--- src/rtl/runin_pkg.sv ---
// Package: shared state encoding and register select codes for the
// clock run-in period monitor.
package runin_pkg;

    typedef enum logic [1:0] {
        ST_IDLE     = 2'd0,
        ST_WAIT_POS = 2'd1,
        ST_ARMED    = 2'd2,
        ST_MEAS     = 2'd3
    } cap_state_t;

    localparam logic [1:0] SEL_PAIR_LO = 2'd0;
    localparam logic [1:0] SEL_PAIR_HI = 2'd1;
    localparam logic [1:0] SEL_START   = 2'd2;
    localparam logic [1:0] SEL_STATUS  = 2'd3;

endpackage

--- src/rtl/runin_edge_sync.sv ---
// Synchronizes the asynchronous data bit with a flop chain and emits a
// registered one-clock pulse for each rising edge.
// Assumes SYNC_STAGES >= 2. Every edge sees the same latency.
module runin_edge_sync #(
    parameter int unsigned SYNC_STAGES = 2
) (
    input  logic clk,
    input  logic rst_n,
    input  logic data_in,
    output logic rise_q
);
    localparam int unsigned MSB = SYNC_STAGES - 1;

    logic [SYNC_STAGES-1:0] sync_q;
    logic                   last_q;

    // Shift the input through the synchronizer and register the rise.
    always_ff @(posedge clk) begin
        if (!rst_n) begin
            sync_q <= '0;
            last_q <= 1'b0;
            rise_q <= 1'b0;
        end else begin
            sync_q <= {sync_q[SYNC_STAGES-2:0], data_in};
            last_q <= sync_q[MSB];
            rise_q <= sync_q[MSB] & ~last_q;
        end
    end
endmodule

--- src/rtl/runin_line_timer.sv ---
// Counts clocks from the most recent line-start pulse and flags the
// cycle in which the count equals the programmed start position.
// The count saturates at all ones, so long lines do not wrap.
module runin_line_timer #(
    parameter int unsigned POS_W = 11
) (
    input  logic             clk,
    input  logic             rst_n,
    input  logic             line_start,
    input  logic [POS_W-1:0] start_pos,
    output logic             pos_hit
);
    logic [POS_W-1:0] line_cnt_q;

    // Clear on line start, otherwise count up to saturation.
    always_ff @(posedge clk) begin
        if (!rst_n) begin
            line_cnt_q <= '1;
        end else if (line_start) begin
            line_cnt_q <= '0;
        end else if (line_cnt_q != '1) begin
            line_cnt_q <= line_cnt_q + 1'b1;
        end
    end

    // Window-open compare.
    always_comb pos_hit = (line_cnt_q == start_pos);
endmodule

--- src/rtl/runin_interval_meas.sv ---
// Capture sequencer: waits for the start position, then times NUM_INT
// consecutive edge-to-edge gaps with a saturating counter. All results
// are committed together on the final edge. A line start that arrives
// mid-capture leaves the results as they are and raises the incomplete flag.
// Assumes rise is a one-clock pulse per synchronized rising edge.
module runin_interval_meas
    import runin_pkg::*;
#(
    parameter int unsigned CNT_W   = 8,
    parameter int unsigned NUM_INT = 4
) (
    input  logic                     clk,
    input  logic                     rst_n,
    input  logic                     line_start,
    input  logic                     pos_hit,
    input  logic                     rise,
    output logic [NUM_INT*CNT_W-1:0] res_flat,
    output logic                     incomplete,
    output logic                     commit,
    output cap_state_t               state
);
    localparam int unsigned IDX_W = (NUM_INT > 2) ? $clog2(NUM_INT) : 1;
    localparam logic [IDX_W-1:0] LAST_IDX = IDX_W'(NUM_INT - 1);

    cap_state_t                           state_q;
    logic [IDX_W-1:0]                     idx_q;
    logic [CNT_W-1:0]                     per_cnt_q;
    logic [NUM_INT-2:0][CNT_W-1:0]        shadow_q;
    logic [NUM_INT-1:0][CNT_W-1:0]        res_q;
    logic                                 incomplete_q;

    // Final-edge detect, used for the commit.
    always_comb commit = !line_start && (state_q == ST_MEAS) && rise && (idx_q == LAST_IDX);

    // Sequencer, gap counter, shadow capture and result commit.
    always_ff @(posedge clk) begin
        if (!rst_n) begin
            state_q      <= ST_IDLE;
            idx_q        <= '0;
            per_cnt_q    <= '0;
            shadow_q     <= '0;
            res_q        <= '0;
            incomplete_q <= 1'b0;
        end else if (line_start) begin
            state_q <= ST_WAIT_POS;
            idx_q   <= '0;
            if (state_q != ST_IDLE) begin
                incomplete_q <= 1'b1;
            end
        end else begin
            case (state_q)
                ST_WAIT_POS: begin
                    if (pos_hit) begin
                        state_q <= ST_ARMED;
                    end
                end
                ST_ARMED: begin
                    if (rise) begin
                        state_q   <= ST_MEAS;
                        per_cnt_q <= CNT_W'(1);
                        idx_q     <= '0;
                    end
                end
                ST_MEAS: begin
                    if (rise) begin
                        per_cnt_q <= CNT_W'(1);
                        if (idx_q == LAST_IDX) begin
                            res_q        <= {per_cnt_q, shadow_q};
                            incomplete_q <= 1'b0;
                            state_q      <= ST_IDLE;
                        end else begin
                            shadow_q[idx_q] <= per_cnt_q;
                            idx_q           <= idx_q + 1'b1;
                        end
                    end else if (per_cnt_q != '1) begin
                        per_cnt_q <= per_cnt_q + 1'b1;
                    end
                end
                default: begin
                    state_q <= ST_IDLE;
                end
            endcase
        end
    end

    // Outputs.
    always_comb begin
        res_flat   = res_q;
        incomplete = incomplete_q;
        state      = state_q;
    end
endmodule

--- src/rtl/runin_regs.sv ---
// Register port: holds the writable start position and multiplexes the
// result pairs, start position and status onto the read data.
// Assumes NUM_INT*CNT_W == 2*REG_W, so the results fill two pair registers.
module runin_regs
    import runin_pkg::*;
#(
    parameter int unsigned POS_W   = 11,
    parameter int unsigned CNT_W   = 8,
    parameter int unsigned NUM_INT = 4
) (
    input  logic                     clk,
    input  logic                     rst_n,
    input  logic [1:0]               reg_sel,
    input  logic                     reg_wr,
    input  logic [POS_W-1:0]         reg_wdata,
    input  logic [NUM_INT*CNT_W-1:0] res_flat,
    input  logic                     incomplete,
    output logic [POS_W-1:0]         start_pos,
    output logic [2*CNT_W-1:0]       reg_rdata
);
    localparam int unsigned REG_W = 2 * CNT_W;

    logic [POS_W-1:0] start_pos_q;

    // Start position register, loaded only through its own select.
    always_ff @(posedge clk) begin
        if (!rst_n) begin
            start_pos_q <= '1;
        end else if (reg_wr && (reg_sel == SEL_START)) begin
            start_pos_q <= reg_wdata;
        end
    end

    // Read multiplexer.
    always_comb begin
        case (reg_sel)
            SEL_PAIR_LO: reg_rdata = res_flat[REG_W-1:0];
            SEL_PAIR_HI: reg_rdata = res_flat[2*REG_W-1:REG_W];
            SEL_START:   reg_rdata = {{(REG_W-POS_W){1'b0}}, start_pos_q};
            default:     reg_rdata = {{(REG_W-1){1'b0}}, incomplete};
        endcase
    end

    always_comb start_pos = start_pos_q;
endmodule

--- src/rtl/runin_period_mon.sv ---
// Top of the clock run-in period monitor: edge synchronizer, line timer,
// capture sequencer and register port.
// Assumes line_start is a single-clock pulse in the clk domain.
module runin_period_mon
    import runin_pkg::*;
#(
    parameter int unsigned POS_W       = 11,
    parameter int unsigned CNT_W       = 8,
    parameter int unsigned NUM_INT     = 4,
    parameter int unsigned SYNC_STAGES = 2
) (
    input  logic             clk,
    input  logic             rst_n,
    input  logic             line_start,
    input  logic             data_in,
    input  logic [1:0]       reg_sel,
    input  logic             reg_wr,
    input  logic [POS_W-1:0] reg_wdata,
    output logic [15:0]      reg_rdata
);
    logic                     rise_evt;
    logic                     pos_hit;
    logic [POS_W-1:0]         start_pos;
    logic [NUM_INT*CNT_W-1:0] res_flat;
    logic                     incomplete;
    logic                     commit_evt;
    cap_state_t               cap_state;

    runin_edge_sync #(.SYNC_STAGES(SYNC_STAGES)) u_sync (
        .clk     (clk),
        .rst_n   (rst_n),
        .data_in (data_in),
        .rise_q  (rise_evt)
    );

    runin_line_timer #(.POS_W(POS_W)) u_timer (
        .clk        (clk),
        .rst_n      (rst_n),
        .line_start (line_start),
        .start_pos  (start_pos),
        .pos_hit    (pos_hit)
    );

    runin_interval_meas #(.CNT_W(CNT_W), .NUM_INT(NUM_INT)) u_meas (
        .clk        (clk),
        .rst_n      (rst_n),
        .line_start (line_start),
        .pos_hit    (pos_hit),
        .rise       (rise_evt),
        .res_flat   (res_flat),
        .incomplete (incomplete),
        .commit     (commit_evt),
        .state      (cap_state)
    );

    runin_regs #(.POS_W(POS_W), .CNT_W(CNT_W), .NUM_INT(NUM_INT)) u_regs (
        .clk        (clk),
        .rst_n      (rst_n),
        .reg_sel    (reg_sel),
        .reg_wr     (reg_wr),
        .reg_wdata  (reg_wdata),
        .res_flat   (res_flat),
        .incomplete (incomplete),
        .start_pos  (start_pos),
        .reg_rdata  (reg_rdata)
    );
endmodule

--- config.mk ---
export PLATFORM = sky130hd
export DESIGN_NAME = runin_period_mon
export DESIGN_NICKNAME = d
export VERILOG_FILES = /design/src/rtl/runin_pkg.sv /design/src/rtl/runin_edge_sync.sv /design/src/rtl/runin_line_timer.sv /design/src/rtl/runin_interval_meas.sv /design/src/rtl/runin_regs.sv /design/src/rtl/runin_period_mon.sv
export SDC_FILE = /design/constraint.sdc
export NUM_CORES = 1
export LEC_CHECK = 0
export BUFFER_PORTS_ARGS = -buffer_cell sky130_fd_sc_hd__buf_4
export CAP_MARGIN = 20
export CORE_ASPECT_RATIO = 2
export CORE_UTILIZATION = 45
export DETAILED_ROUTE_END_ITERATION = 6
export PLACE_DENSITY = 0.72
export SLEW_MARGIN = 25
export SYNTH_ARGS = -nofsm -noshare
export SYNTH_HDL_FRONTEND = slang
export SYNTH_HIERARCHICAL = 1
export SYNTH_SLANG_ARGS = --single-unit
--- constraint.sdc ---
create_clock -name clk -period 4 [get_ports clk]
set_clock_uncertainty 0.1 [all_clocks]
set_input_delay 0.4 -clock clk [delete_from_list [all_inputs] [get_ports clk]]
set_output_delay 0.4 -clock clk [all_outputs]
set_load 0.02 [all_outputs]
# After elaboration in Yosys (flattened, before gate mapping)
# Cells that the tools add are included.
[word_totals]
input_bits = 18
elab_cells = 89
out_inout_bits = 16
regBits = 95
[classes]
n_eq_ne = 20
n_lt_le_gt_ge = 2
add_sub_neg = 3
n_mux = 25
reduce_logical = 17
n_bitwise = 5
[op_table]
columns = ["op", "n"]
rows = [
  ["16-bit case mux with 3 select lines", 1],
  ["8-bit 2-to-1 mux", 4],
  ["4-bit AND reduction", 7],
  ["24-bit bitwise mux", 1],
  ["11-bit 2-to-1 mux", 2],
  ["8-bit demux with 2-bit select", 1],
  ["8-bit case mux with 2 select lines", 1],
  ["3-bit inequality test (second input constant)", 5],
  ["2-bit 2-to-1 mux", 7],
  ["2-bit nonzero test", 6],
  ["11-bit by 1-bit adder with 11-bit output (second input constant)", 1],
  ["11-bit equality test", 1],
  ["11-bit inequality test (second input constant)", 1],
  ["2-bit inequality test (second input constant)", 5],
  ["8-bit by 1-bit adder with 8-bit output (second input constant)", 1],
  ["2-bit equality test (second input constant)", 4],
  ["8-bit inequality test (second input constant)", 1],
  ["1-bit 2-to-1 mux", 6],
  ["2-bit case mux with 3 select lines", 1],
  ["2-bit by 1-bit equality test with 1-bit output (second input constant)", 2],
  ["1-bit inverter", 4],
  ["2-bit case mux with 2 select lines", 1],
  ["2-bit by 3-bit less-than comparator with 1-bit output (second input constant)", 1],
  ["2-bit by 1-bit adder with 2-bit output (second input constant)", 1],
  ["other kinds (6)", 7],
]

# Longest topological paths before layout
# Gate-level depths: netlist of run 1.
[logic_depth]
depth_word = 5
ltp_mapped = 7
depth_no_buf = 6

# Cells and area by module
# Netlist of run 1, hierarchy kept.
[by_module_without_submodules]
columns = ["module", "cells_each", "area_each_um2", "seq_area_each_um2", "instances"]
rows = [
  ["runin_interval_meas", 351, 3019.1, 1381.3, 1],
  ["runin_regs", 87, 870.8, 220.2, 1],
  ["runin_line_timer", 70, 628.1, 220.2, 1],
  ["runin_edge_sync", 8, 111.4, 80.1, 1],
]

# Worst setup path before layout of run 1
# No wires, ideal clock.
[synth_timing]
path_type = "reg-to-reg"
startpoint = "register u_meas.state_q[0] (netlist: u_meas/state[0])"
endpoint = "register u_meas.per_cnt_q[5]"
slack_ns = 2.065
n_path_buf = 1
arrival_time_ns = 1.764
synth_period_minus_slack_ns = 1.935
t_required_ns = 3.828
stages_incl_launch_ff = 8
setup_time_ns = 0.072
path_cell_list = "dfxtp_1 -> inv_1 -> ha_1 -> mux2i_1 -> or2_4 -> buf_6 -> or4_1 -> a21oi_1"
[synth_between]
elab_chain_len = 3
word_cells_on_any_way = 7
classes_between = "eq/ne: 4; mux: 1; reduce/logical: 2"
[synth_rtl]
columns = ["element", "line_no", "rtl"]
rows = [
  ["from (decl)", "runin_interval_meas.sv:25", "cap_state_t state_q;"],
  ["from (signal assigned)", "runin_interval_meas.sv:38", "state_q <= ST_IDLE;"],
  ["from (signal assigned)", "runin_interval_meas.sv:45", "state_q <= ST_WAIT_POS;"],
  ["from (signal assigned)", "runin_interval_meas.sv:54", "state_q <= ST_ARMED;"],
  ["2-bit equality test (on tied branches)", "--", ""],
  ["3-bit inequality test (no line) (tied with other cells)", "--", ""],
  ["4-bit AND reduction (no line)", "--", ""],
  ["to (signal assigned)", "runin_interval_meas.sv:76", "per_cnt_q <= per_cnt_q + 1'b1;"],
  ["to (decl)", "runin_interval_meas.sv:27", "logic [CNT_W-1:0] per_cnt_q;"],
]
# Parallel ways exist; a longest one is shown, timed or not.
# A chain may end at the register's enable or synchronous reset.

# Worst setup path after layout of run 1
[layout_timing]
startpoint = "register u_meas.state_q[0] (netlist: u_meas/state[0])"
endpoint = "register u_meas/shadow_q[9] (netlist name)"
[layout_between]
elab_chain_len = 2
[layout_rtl]
columns = ["element", "line_no", "rtl"]
rows = [
  ["2-bit equality test", "--", ""],
  ["4-bit AND reduction (no line)", "--", ""],
  ["to (signal, indexed assignment)", "runin_interval_meas.sv:72", "shadow_q[idx_q] <= per_cnt_q;"],
  ["to (decl)", "runin_interval_meas.sv:28", "logic [NUM_INT-2:0][CNT_W-1:0] shadow_q;"],
]
# Every way passes these cells.

==> impl_metrics.tcl, run 1 <==
set metrics [dict create \
    viasPerCell 5.471 \
    postCtsSetupBuffers 0 \
    hp-class "in2reg" \
    place_ws_ps 1605 \
    cap_violations 0 \
    grt_max_degree 85 \
    post-route-util_pct 50.69 \
    fp.dieArea_mm2 0.01072 \
    pwr-share-seq_pct 48.8 \
    cts_resized 0 \
    report.final.slew_viol_count 0 \
    layout-drive-gt1-share_pct 14.23 \
    grt_pass1_wl_mm 17.06 \
    power_density_mw_per_mm2 398.7 \
    power_frac_comb_pct 7.7 \
    drc 0 \
    detailed_place_hpwl_mm 7.699 \
    dp.cells 646 \
    diodes 0 \
    port_buffers 33 \
    fin_ws_ps 1583 \
    slew_headroom_pct 35.93 \
    swShare_pct 23.83 \
    multi_input_area_mm2 0.002399 \
    nets 550 \
    path_class "reg2reg" \
    rsz0062_at_grt "no" \
    ys_warn_count 6 \
    leakagePower_nw 1.850 \
    drt-wirelength-per-cell_um 15.95 \
    cp.required_ps 4120 \
    core_area_mm2 0.01008 \
    root_buffer "clkbuf_16" \
    synth_area_mm2 0.004629 \
    clockBufferDepth 2 \
    endpoint_kind "flip-flop" \
    hold_violations 0 \
    syn2layout_area_growth_pct 10.43 \
    setup_viol 0 \
    fillCellCount 953 \
    max_freq_mhz 413.7 \
    die_w_um 73.72 \
    peakVddDrop_mv 0.2062 \
    synth_seq_cells 95 \
    antenna_left 0 \
    grt_remaining_overflow 0 \
    clkTransAtPathRegs_ps 70 \
    ios 34 \
    numCtsBuffers 9 \
    tns_ps 0 \
    yosysSeqAreaShare_pct 41.08 \
    internal_power_w 0.001552 \
    syn-num-nets 544 \
    crit_arrival_ps 2540 \
    syn_inst 516 \
    cts_tree "built" \
    antenna_found_initial 0 \
    vias 3622 \
    grt.total_usage_pct 20.92 \
    seq_area_mm2 0.001902 \
    stdcell_count 662 \
    ctsHoldBuffers 0 \
    startpoint_type "flip-flop" \
    clock_latency_ps 350 \
    grt_pass1_vias 3653 \
    chipHeight_um 145.4 \
    outcome "complete, no violations" \
    cts_sinks 95 \
    worstMarginPinSlew_ps 959.6 \
    drtIter0Drc 201 \
    gp_congestion 0.7912 \
    clkPwrFrac_pct 43.4 \
    syn_area_per_cell_um2 8.972 \
    wl_mm 10.56 \
    initial_core_util_pct 45.91 \
    fin_crit_sh_pct 60.43 \
    hold-worst-slack_ps 180.9 \
    synthDistinctLibCells 55 \
    ctsHtreeMaxLevel 3 \
    period_needed_ps 2417 \
    path_max_fanout 21 \
    rrSetupSlack_ps 1580 \
    switchingPower_w 0.0004856 \
    core.rowCount 52 \
    drt_pre_antenna_iters 5 \
]
[metrics by stage]
step	power [W]	cell area [µm²]
floorplan	0.001128	4629
global placement	0.001169	4800
detailed placement	0.001176	4800
CTS	0.002063	5112
global route	0.002119	5112
finish	0.002038	5112
[flip-flops by register name, summed over array words and instances (netlist names)]
| register | cells |
|---|---|
| u_regs/start_pos | 11 |
| u_meas/state | 2 |
| u_sync/rise_q | 1 |
| u_meas/incomplete | 1 |
| u_meas/res_flat | 32 |
| u_meas/per_cnt_q | 8 |
| u_meas/idx_q | 2 |
| u_meas/shadow_q | 24 |
| u_sync/sync_q | 2 |
| u_timer/line_cnt_q | 11 |
| u_sync/last_q | 1 |
[per-layer routing]
layer	global-route usage, %	routed length [µm]	vias up
li1	-	-	1801
met1	19.88	3766	1710
met2	39.77	6055	84
met3	3.601	335	27
met4	11.73	403	0
met5	0	0	-
[power by group through the flow]
| stage | Clock (W) | Combinational, W | Sequential, W |
|---|---|---|---|
| 6_report | 0.000885 | 0.000158 | 0.000995 |
| 5_1_grt | 0.000950 | 0.000171 | 0.000997 |
| 4_1_cts | 0.000908 | 0.000159 | 0.000996 |
| 3_5_place_dp | 0 | 0.000158 | 0.00102 |
| 3_3_place_gp | 0 | 0.000153 | 0.00102 |
| 2_1_floorplan | 0 | 0.000126 | 0.00100 |
[synthesized netlist by cell type (all sizes together)]
| master | number | area (µm²) |
|---|---|---|
| bufbuf | 1 | 32.53 |
| and3b | 2 | 21.27 |
| xnor2 | 15 | 131.4 |
| o21ai | 20 | 100.1 |
| o2bb2ai | 10 | 87.58 |
| inv | 18 | 67.56 |
| nor4b | 2 | 17.52 |
| ha | 10 | 125.1 |
| nand4b | 11 | 96.34 |
| o221a | 1 | 11.26 |
| and2b | 1 | 7.510 |
| or4b | 1 | 10.01 |
| and3 | 1 | 7.510 |
| a22oi | 2 | 15.01 |
| o41a | 1 | 11.26 |
| nor3 | 5 | 41.29 |
| nand3 | 33 | 165.2 |
| nand2b | 5 | 31.28 |
| or4 | 4 | 30.03 |
| mux4 | 1 | 22.52 |
| mux2i | 19 | 190.2 |
| dfxtp | 95 | 1902 |
| buf | 18 | 152.6 |
| and4 | 1 | 8.760 |
| nor4bb | 1 | 10.01 |
| a21oi | 8 | 40.04 |
| or2 | 1 | 8.760 |
| nor2b | 4 | 25.02 |
| nor2 | 14 | 52.55 |
| a41oi | 1 | 8.760 |
| clkbuf | 21 | 91.33 |
| o211a | 1 | 10.01 |
| o31ai | 4 | 30.03 |
| nand2 | 99 | 371.6 |
| xor2 | 4 | 35.03 |
| a21boi | 57 | 427.9 |
| nand3b | 2 | 15.01 |
| o211ai | 11 | 132.6 |
| and2 | 3 | 22.52 |
| a31oi | 1 | 6.260 |
| nand4 | 7 | 56.30 |
[kinds of logic (layout without fill, tap and decap cells)]
| family | after synthesis | after routing | share of synthesized area [%] |
|---|---|---|---|
| AO/OA/AOI/OAI | 117 | 117 | 19.03 |
| XOR/XNOR | 19 | 19 | 3.595 |
| adder cells (fa/ha/maj) | 10 | 10 | 2.703 |
| buffers and inverters | 58 | 69 | 7.432 |
| flip-flops | 95 | 95 | 41.08 |
| multiplexers | 20 | 20 | 4.595 |
| AND/OR/NAND/NOR | 197 | 197 | 21.57 |
[worst max-delay path, stage by stage (launching register included)]
cell      delay, ps
dfxtp_1         370
ha_1            330
nor4bb_4        830
nand2_1         380
nand2_1         170
a21boi_0        110
[placed cells by master, fill, tap and decap left out, drive strengths merged, types with 2 or more instances in the layout]
cell type,count
nand4,7
a21oi,8
nand3b,2
o31ai,4
xor2,4
nand2b,5
o2bb2ai,10
and3b,2
clkbuf,10
a22oi,2
buf,35
nand2,99
mux2i,19
nand4b,11
nand3,33
nor4b,2
ha,10
nor3,5
o211ai,11
dfxtp,95
and2,3
o21ai,20
nor2,14
xnor2,15
or4,4
inv,22
a21boi,57
nor2b,4
[cell type report]
class	count	area share [%]
Multi-Input combinational cell	363	46.92
Sequential cell	95	37.20
Timing Repair Buffer	35	5.140
Clock buffer	10	4.674
Tap cell	135	3.304
Clock inverter	6	1.444
Inverter	18	1.322
[path summary, 6_finish.rpt]
kind / from / endpoint / cells after the start
worst max register to register: u_meas/state[0] / u_meas/shadow_q[9] / 5
worst min-delay path: data_in / u_sync/sync_q[0] / 2
worst max-delay path: u_meas/state[0] / u_meas/shadow_q[9] / 5
worst min register to register: u_sync/sync_q[0] / u_sync/sync_q[1] / 1
(Power assumes the default switching activity.)
==> run 2: changes to the inputs <==
--- a/config.mk
+++ b/config.mk
@@ -10,7 +10,7 @@
 export CORE_ASPECT_RATIO = 2
 export CORE_UTILIZATION = 45
 export DETAILED_ROUTE_END_ITERATION = 6
-export PLACE_DENSITY = 0.72
+export PLACE_DENSITY = 0.75
 export SLEW_MARGIN = 25
 export SYNTH_ARGS = -nofsm -noshare
 export SYNTH_HDL_FRONTEND = slang
==> constraint.sdc (replaced) <==
create_clock -name clk -period 2 [get_ports clk]
set_clock_uncertainty 0.1 [all_clocks]
set_input_delay 0.2 -clock clk [delete_from_list [all_inputs] [get_ports clk]]
set_output_delay 0.2 -clock clk [all_outputs]
set_load 0.02 [all_outputs]
==> run 2 against run 1 <==
  * Setup slack got worse by 1500 ps
  * Clock-buffer cell count did not move
  * Wire length rose by 0.74%
  * Die area did not move
  * Register-to-register slack got worse by 1500 ps
  * Cell count rose by 2.3%
  * Via count rose by 1.2%
  * Final area rose by 2.1%
  * Highest routed layer unchanged
  * Largest power group unchanged
  * Global-route usage barely moved
  * Critical path depth rose by 1
  * Total power rose by 94%
==> impl_metrics.tcl, run 2 (synthesis gave the netlist of run 1 again) <==
set metrics [dict create \
    layout-drive-gt1-share_pct 16.79 \
    stdcell_count 677 \
    port_buffers 33 \
    antenna_found_initial 0 \
    grt_pass1_wl_mm 17.20 \
    fin_crit_sh_pct 95.72 \
    wl_mm 10.64 \
    cts_sinks 95 \
    startpoint_type "flip-flop" \
    layout_common_cells "nand2_1, dfxtp_1, buf_4, a21boi_0, nand3_1" \
    post-route-util_pct 51.75 \
    max_freq_mhz 522.3 \
    core.rowCount 52 \
    crit_arrival_ps 2080 \
    initial_core_util_pct 45.91 \
    report.final.slew_viol_count 0 \
    grt.total_usage_pct 20.95 \
    cts_tree "built" \
    tns_ps 0 \
    peakVddDrop_mv 0.4350 \
    slew_headroom_pct 59.68 \
    ctsHtreeMaxLevel 3 \
    detailed_place_hpwl_mm 7.819 \
    largest_reg_flops 32 \
    chipHeight_um 145.4 \
    endpoint_kind "flip-flop" \
    die_w_um 73.72 \
    power_density_mw_per_mm2 757.3 \
    viasPerCell 5.412 \
    leakagePower_nw 1.906 \
    diodes 0 \
    cp.required_ps 2170 \
    p_total_w 0.003952 \
    drt-wirelength-per-cell_um 15.71 \
    grt_remaining_overflow 0 \
    path_class "reg2reg" \
    layout_commonest_cell "nand2_1" \
    fillCellCount 924 \
    dp.cells 658 \
    antenna_left 0 \
    worstMarginPinSlew_ps 598.5 \
    seq_area_mm2 0.001903 \
    rsz0062_at_grt "yes" \
    outcome "complete, no violations" \
    ios 34 \
    numCtsBuffers 9 \
    hold_violations 0 \
    core_area_mm2 0.01008 \
    clock_latency_ps 340 \
    fp.dieArea_mm2 0.01072 \
    root_buffer "clkbuf_16" \
    vias 3664 \
    drtIter0Drc 180 \
    hp-class "in2reg" \
    clkTransAtPathRegs_ps 70 \
    nets 565 \
    grt_pass1_vias 3703 \
    period_needed_ps 1914 \
    cap_violations 0 \
    clockBufferDepth 2 \
    multi_input_area_mm2 0.002404 \
    grt_max_degree 49 \
    syn2layout_area_growth_pct 12.73 \
    drc 0 \
    gp_congestion 0.8631 \
    design_area_mm2 0.005219 \
    setup_viol 0 \
    place_area_mm2 0.004902 \
    drt_pre_antenna_iters 5 \
    path_max_fanout 12 \
]
run 2: through the flow:
step	setup WS [ps]	hold slack [ps]
2_1_floorplan	64.57	176.2
3_3_place_gp	135.7	326.4
3_5_place_dp	55.10	328.7
4_1_cts	41.26	48.23
5_1_grt	-13.98	67.63
6_report	85.54	49.31
run 2: area by class of cell:
type                            count  share of cell area (%)
Multi-Input combinational cell    363                   46.06
Tap cell                          135                   3.237
Clock buffer                       10                   4.579
Inverter                           18                   1.319
Clock inverter                      6                  0.8631
Timing Repair Buffer               50                   7.480
Sequential cell                    95                   36.47
run 2: critical path: stages (launching register included):
cell and delay (ps):
dfxtp_2 360, inv_1 60, ha_1 220, mux2i_1 140, or2_4 300, or4_1 500, a21oi_1 150
run 2: path summary, 6_finish.rpt:
| kind | to | cells past startpoint | start | slack [ps] |
|---|---|---|---|---|
| worst max-delay path | u_meas/per_cnt_q[5] | 6 | u_meas/state[0] | 90 |
| worst min-delay path | u_regs/start_pos[9] | 3 | reg_wdata[9] | 50 |
| worst max register to register | u_meas/per_cnt_q[5] | 6 | u_meas/state[0] | 90 |
| worst min register to register | u_meas/res_flat[8] | 2 | u_meas/res_flat[8] | 350 |
run 2: layer usage:
layer  vias up  global-route usage (%)  share of wire (%)
met2        80                   39.68                 57
met1      1734                   19.53                 37
li1       1827                       -                  -
met4         0                   13.37                4.2
met3        23                   3.255                2.1
met5         -                       0                  0
run 2: what timing repair did:
item / CTS / global route
setup endpoints to repair: 0 / 29
resized for setup: 0 / 3
hold buffers: 1 / 0
endpoints found under the hold margin: 1 / 0
setup buffers: 0 / 2
run 2: power breakdown:
part	leakage, nW	switching [W]	internal, W
Clock	0.131	0.000741	0.000881
Sequential	0.772	0.0000498	0.00193
Combinational	1.00	0.000185	0.000166
Total	1.91	0.000975	0.00298
